==> config.mk <==
export PLATFORM = sky130hd
export DESIGN_NAME = gpio_edge_irq
export DESIGN_NICKNAME = d
export VERILOG_FILES = /design/src/rtl/gpio_edge_irq.sv
export SDC_FILE = /design/constraint.sdc
export NUM_CORES = 2
export LEC_CHECK = 0
export ABC_AREA = 1
export BUFFER_PORTS_ARGS = -buffer_cell sky130_fd_sc_hd__buf_2
export CORE_MARGIN = 4
export CORE_UTILIZATION = 30
export DETAILED_ROUTE_END_ITERATION = 8
export PLACE_DENSITY = 0.52
export SYNTH_ARGS = -nofsm -noshare
export SYNTH_HDL_FRONTEND = slang
export SYNTH_SLANG_ARGS = --single-unit
==> constraint.sdc <==
create_clock -name clk -period 1.87 [get_ports clk]
set_clock_uncertainty 0.15 [all_clocks]
set_input_delay 0.187 -clock clk [delete_from_list [all_inputs] [get_ports clk]]
set_output_delay 0.187 -clock clk [all_outputs]
set_load 0.02 [all_outputs]
==> src/rtl/gpio_edge_irq.sv <==
module gpio_edge_irq #(
  parameter int BANKS = 4,
  parameter int AW    = 10
) (
  input  logic                  clk,
  input  logic                  rst_n,
  input  logic [BANKS*32-1:0]   pin_in,
  input  logic [AW-1:0]         addr,
  input  logic [31:0]           wdata,
  input  logic                  we,
  output logic [31:0]           rdata,
  output logic                  irq_pin0,
  output logic                  irq_pin1,
  output logic                  irq_shared
);
  localparam int NP = BANKS * 32;
  localparam int BW = AW - 8;
  localparam logic [7:0] OFF_DIR  = 8'h0C;
  localparam logic [7:0] OFF_REN  = 8'h30;
  localparam logic [7:0] OFF_FEN  = 8'h3C;
  localparam logic [7:0] OFF_EDR  = 8'h48;
  localparam logic [7:0] OFF_DSET = 8'h54;
  localparam logic [7:0] OFF_DCLR = 8'h60;
  localparam logic [7:0] OFF_MSK  = 8'hA8;

  logic [NP-1:0] s0, s1, s2;
  logic [NP-1:0] dir, ren, fen, msk, stat;

  wire [BW-1:0] bsel = addr[AW-1:8];
  wire [7:0]    off  = addr[7:0];

  logic [NP-1:0] bsv;
  wire  [NP-1:0] wrep = {BANKS{wdata}};

  for (genvar b = 0; b < BANKS; b++) begin : g_bank
    assign bsv[b*32 +: 32] = {32{we && (bsel == BW'(b))}};
  end

  wire [NP-1:0] sel_ren  = (off == OFF_REN)  ? bsv : '0;
  wire [NP-1:0] sel_fen  = (off == OFF_FEN)  ? bsv : '0;
  wire [NP-1:0] sel_msk  = (off == OFF_MSK)  ? bsv : '0;
  wire [NP-1:0] clr_vec  = (off == OFF_EDR)  ? (bsv & wrep) : '0;
  wire [NP-1:0] dset_vec = (off == OFF_DSET) ? (bsv & wrep) : '0;
  wire [NP-1:0] dclr_vec = (off == OFF_DCLR) ? (bsv & wrep) : '0;

  wire [NP-1:0] rise = s1 & ~s2 & ren & ~dir;
  wire [NP-1:0] fall = ~s1 & s2 & fen & ~dir;

  always_ff @(posedge clk) begin
    if (!rst_n) begin
      s0 <= '0; s1 <= '0; s2 <= '0;
      dir <= '0; ren <= '0; fen <= '0; msk <= '0; stat <= '0;
    end else begin
      s0   <= pin_in;
      s1   <= s0;
      s2   <= s1;
      ren  <= (ren & ~sel_ren) | (wrep & sel_ren);
      fen  <= (fen & ~sel_fen) | (wrep & sel_fen);
      msk  <= (msk & ~sel_msk) | (wrep & sel_msk);
      dir  <= (dir | dset_vec) & ~dclr_vec;
      stat <= (stat & ~clr_vec) | rise | fall;
    end
  end

  always_comb begin
    rdata = '0;
    for (int b = 0; b < BANKS; b++) begin
      if (int'(bsel) == b) begin
        case (off)
          OFF_DIR: rdata = dir[b*32 +: 32];
          OFF_REN: rdata = ren[b*32 +: 32];
          OFF_FEN: rdata = fen[b*32 +: 32];
          OFF_EDR: rdata = stat[b*32 +: 32];
          OFF_MSK: rdata = msk[b*32 +: 32];
          default: rdata = '0;
        endcase
      end
    end
  end

  wire [NP-1:0] act = stat & msk;
  assign irq_pin0   = act[0];
  assign irq_pin1   = act[1];
  assign irq_shared = |act[NP-1:2];


  sticky_status_chk: assert property (@(posedge clk) disable iff (!rst_n)
    1'b1 |=> (($past(stat & ~clr_vec) & ~stat) == '0));


  output_no_detect_chk: assert property (@(posedge clk) disable iff (!rst_n)
    1'b1 |=> ((stat & ~$past(stat) & $past(dir)) == '0));


  enabled_only_chk: assert property (@(posedge clk) disable iff (!rst_n)
    1'b1 |=> ((stat & ~$past(stat) & ~($past(ren) | $past(fen))) == '0));


  dir_clear_chk: assert property (@(posedge clk) disable iff (!rst_n)
    (dclr_vec != '0) |=> ((dir & $past(dclr_vec)) == '0));


  masked_quiet_chk: assert property (@(posedge clk) disable iff (!rst_n)
    (msk == '0) |-> (!irq_pin0 && !irq_pin1 && !irq_shared));
endmodule

=== Word-level counts from Yosys, hierarchy flattened ===
Cells that the tools add are included.

* Output and inout port bits: 35
* Logic and storage cells: 72
* Input bits: 173
* Register bits: 1024

* Bitwise operators: 30
* Multiplexer cells: 14
* Equality and inequality tests: 13
* Reduce and logical (&&, ||, !) cells: 7

{| class="wikitable"
|+ Operators with widths
! kind !! count
|-
| $and A128 B128 Y128 || 16
|-
| $not A128 Y128 || 8
|-
| $mux W128 || 6
|-
| $or A128 B128 Y128 || 6
|-
| $pmux W32 S5 || 4
|-
| $mux W32 || 4
|-
| $reduce_or A126 Y1 || 1
|-
| $eq A8 B7 Y1 const B || 3
|-
| $eq A8 B6 Y1 const B || 2
|-
| $eq A2 B2 Y1 const B || 4
|-
| $eq A8 B4 Y1 const B || 1
|-
| $eq A8 B8 Y1 const B || 1
|-
| $eq A2 B1 Y1 const B || 2
|-
| $logic_and A1 B1 Y1 || 4
|-
| $logic_not A2 Y1 || 2
|}

=== Depth between registers and ports, before layout ===
* Word-level depth: 8
* Depth in mapped cells: 13
* Gate-level depth less buffers: 11

=== Worst setup path before layout ===
OpenSTA, ideal clock, no wires.

* Kind: input to output
* Start point: input port addr[0]
* End point: output port rdata[15]
* Path buffers: 2
* Data required time: 1.533 ns
* Stages: 11
* Data arrival time: 1.670 ns
* Slack: -0.137 ns
* Cell sequence: inv_2 nand2_2 nor2_1 buf_4 nand2_4 inv_2 buf_2 a21oi_1 nand2_1 nand2_1 o21ai_0

* Longest elaborated chain between the ends: 6
* Elaborated cells between the ends (all ways): 13
* Classes of those cells: eq/ne (5); mux (8)

{| class="wikitable"
|+ Ends and longest elaborated chain
! what !! RTL line !! source
|-
| from (decl) || 8 || <nowiki>input logic [AW-1:0] addr,</nowiki>
|-
| $eq A8 B8 Y1, or another cell as far along || 69 || <nowiki>case (off)</nowiki>
|-
| $pmux W32 S5 || 69 ||
|-
| $mux W32 (3 in series) || 68 || <nowiki>if (int'(bsel) == b) begin</nowiki>
|-
| $mux W32 * || 68 ||
|-
| to (decl) || 11 || <nowiki>output logic [31:0] rdata,</nowiki>
|}

Mark *: on every way between the ends. The rest lies on a longest branch, timed or not.

=== Worst setup path after layout ===
* Start point: register stat[25]
* End point: output port irq_shared

* Longest elaborated chain between the ends: 2

{| class="wikitable"
|+ Ends and longest elaborated chain
! what !! RTL line !! source
|-
| from (decl) || 27 || <nowiki>logic [NP-1:0] dir, ren, fen, msk, stat;</nowiki>
|-
| from (signal assigned) || 61 || <nowiki>stat <= (stat & ~clr_vec) | rise | fall;</nowiki>
|-
| $and A128 B128 Y128 || 81 || <nowiki>wire [NP-1:0] act = stat & msk;</nowiki>
|-
| $reduce_or A126 Y1 || 84 || <nowiki>assign irq_shared = |act[NP-1:2];</nowiki>
|-
| to (decl) || 14 || <nowiki>output logic irq_shared</nowiki>
|}

No other way between the ends.

==> flow_metrics.env <==
export IMPL_start_kind="flip-flop"
export IMPL_drt_first_pass_iters=7
export IMPL_switching_power_mw=13.2
export IMPL_antenna_found_initial=11
export IMPL_cp_max_fo=2
export IMPL_cp_arrival_ns=2.34
export IMPL_fp_dieArea_mm2=0.150
export IMPL_synth_area_per_cell_um2=7.02
export IMPL_min_path_cells=4
export IMPL_cp_required_ns=1.53
export IMPL_critPathMaxStageDelay_ns=0.34
export IMPL_maxSlewHeadroom_pct=50.8
export IMPL_synth_warnings=0
export IMPL_fin_crit_sh_pct=143
export IMPL_io_buffers=207
export IMPL_rsz0062_at_grt="yes"
export IMPL_drcViolationCount=0
export IMPL_drt_iter0_drc=5244
export IMPL_via_per_inst=5.05
export IMPL_grt_pass1_wl_mm=299
export IMPL_syn_area_mm2=0.0433
export IMPL_synth_seq_cells=1024
export IMPL_grt_start_max_net_pins=98
export IMPL_synth_cell_types=26
export IMPL_endpoint_kind="output pin"
export IMPL_clkTransAtPathRegs_ns=0.06
export IMPL_die_w_um=388
export IMPL_p_sw_share_pct=25.7
export IMPL_drive_above_1_share_pct=22.2
export IMPL_synthTopCellsByArea="dfxtp_1 (47%), o21ai_0 (10%), nand2_1 (9.1%)"
export IMPL_cpMaxStageDelayCell="dfxtp_1"
export IMPL_synth_compound_area_share_pct=20.5
export IMPL_dp_hpwl_mm=145
export IMPL_max_freq_ghz=0.374
export IMPL_dieHeight_um=388
export IMPL_synth_xor_area_share_pct=0
export IMPL_initial_utilization_pct=30.1
export IMPL_irDropWorstVdd_v=0.000748
export IMPL_synthCells=6157
export IMPL_crit_buf_inv=3
export IMPL_cts_root_buf="clkbuf_16"
export IMPL_outcome="finished, violations left"
export IMPL_p_seq_share_pct=44.0
export IMPL_grt_pass1_vias=42600
export IMPL_syn_to_final_growth_pct=44.4
export IMPL_worst_pin_slew_ns=0.736
export IMPL_hold_violations=0
export IMPL_slew_violations=0
export IMPL_setup_viol=33
export IMPL_ios=208
export IMPL_cp_top_family="simple AND/OR/NAND/NOR gates"
export IMPL_p_clk_share_pct=47.6
export IMPL_synthMuxAreaShare_pct=0
export IMPL_layout_common_cells="inv_1 (1011), dfxtp_1 (937), nand2_1 (873)"
export IMPL_synth_seq_area_share_pct=47.4
export IMPL_ant_nets=0
export IMPL_synth_top_cell_by_area="dfxtp_1"
export IMPL_cp_startpoint="stat[25]"
export IMPL_hold_class="primary input to flip-flop"
export IMPL_combinationalPowerShare_pct=8.4
export IMPL_p_leak_nw=26.5
export IMPL_worstSetupPathType="flip-flop to output pin"
export IMPL_cts_made_buffers=118
export IMPL_power_density_mw_per_mm2=823
export IMPL_max_cap_violations=0
export IMPL_core_area_mm2=0.143
export IMPL_routed_wirelength_mm=215
export IMPL_track_usage_pct=26.8
export IMPL_wl_per_cell_um=23.6
export IMPL_cts_tree="yes"
export IMPL_fin_crit_ns=2.67
export IMPL_htree_levels=3
export IMPL_cts_sinks=1024
export IMPL_violations="negative setup slack"
export IMPL_place_congestion=0.984
export IMPL_cp_num_cells=11
export IMPL_num_rows=139
export IMPL_path_cells="nand2_2 -> o21ai_0 -> nor2_1 -> buf_4 -> nand2_1 -> nor2_1 -> nand2_2 -> nor2_2 -> buf_6 -> nand2_4 -> buf_6"
export IMPL_overflow=0
export IMPL_ctsLongestPathBuffers=3
export IMPL_intPower_mw=38.2
export IMPL_hold_start="pin_in[41]"
export IMPL_synthAdderAreaFrac_pct=0
export IMPL_netlist_area_leader_share_pct=47.4
export IMPL_syn_nets=6330
export IMPL_synth_top_family_by_area="compound AO/OA/AOI/OAI gates"
export IMPL_clkLatencyLatePin_ns=0.78
export IMPL_r2r_start="s1[31]"
export IMPL_place_ws_ns=-1.37
export IMPL_synthSimpleGateAreaFrac_pct=19.3
export IMPL_finish_net_count=7275
export IMPL_setup_ws_ns=-0.803
export IMPL_ff2ff_path_depth=3
export IMPL_final_common_cell="inv_1"
export IMPL_vias=46100
export IMPL_whs_ns=0.0300
final timing paths:
check               endpoint  slack (ns)
setup / recovery  irq_shared       -0.80
hold / removal        s0[41]        0.03
setup reg to reg    stat[31]        0.58
hold reg to reg      s1[100]        0.26
power groups by stage:
stage	logic [mW]	registers, mW	clock network, mW
2_1_floorplan	1.39	22.9	0
3_3_place_gp	3.28	23.1	0
3_5_place_dp	3.28	23.0	0
4_1_cts	4.06	22.6	24.9
5_1_grt	4.54	22.6	25.7
6_report	4.32	22.6	24.5
Yosys cell counts:
| cell type | instances |
|---|---|
| inv_1 | 1048 |
| nor2_4 | 8 |
| buf_1 | 19 |
| nand2_1 | 1050 |
| a211oi_1 | 70 |
| inv_2 | 15 |
| o211ai_1 | 1 |
| nor2_2 | 4 |
| clkbuf_1 | 278 |
| buf_2 | 67 |
| nand3b_1 | 128 |
| o21ai_1 | 30 |
| o21ai_0 | 903 |
| a22o_1 | 3 |
| nand3_1 | 303 |
| dfxtp_1 | 1024 |
| nand2_4 | 1 |
| nand4_1 | 4 |
| nor2_1 | 452 |
| nor3_1 | 2 |
| o22ai_1 | 20 |
| nand2_2 | 9 |
| buf_6 | 1 |
| buf_4 | 11 |
| a21oi_1 | 705 |
| clkinv_1 | 1 |
per-stage QoR:
step	power [mW]	instances	TNS, ns	cell area [um^2]	util (%)
6_report	51.4	9112	-20.04	62400	43.5
5_1_grt	52.8	9108	-20.12	62400	43.5
4_1_cts	51.5	9030	-16.81	60400	42.1
3_5_place_dp	26.3	8442	-264.27	50800	35.4
3_3_place_gp	26.3	8442	-261.16	50800	35.4
2_1_floorplan	24.3	6157	0	43300	-
worst min-delay path: cells and delay by family:
family | cells | cell delay (ns)
buf+inv | 3 | 0.66
simple gates | 1 | 0.05
logic make-up after synthesis:
| logic type | count (synthesis) |
|---|---|
| buffers and inverters | 1440 |
| AO/OA/AOI/OAI | 1732 |
| AND/OR/NAND/NOR | 1961 |
| flip-flops | 1024 |
per-layer routing:
metal  GRT usage (%)  part of all wire [%]  vias up
met3            6.00                    10      507
li1                -                     -    21500
met2            39.8                    41     2354
met4            13.5                   6.0        6
met1            36.6                    42    21700
met5               0                 0.016        -
final cells by class:
type	instances	area [um^2]
tap	1903	2380
clock inverter	63	761
sequential	1024	20600
antenna	5	12.5
inverter	1064	4060
fill	14400	81000
multi-input combinational	3693	19000
timing repair buffer	1201	12300
clock buffer	159	3330
what timing repair did:
item / 4_1_cts / 5_1_grt
gates resized for setup: 609 / 344
setup buffers: 44 / 74
hold endpoints to repair: 874 / 0
gates cloned: 11 / 19
hold buffers: 334 / 0
setup endpoints to repair: 40 / 33
pin swaps: 176 / 203
(Power assumes the default switching activity.)
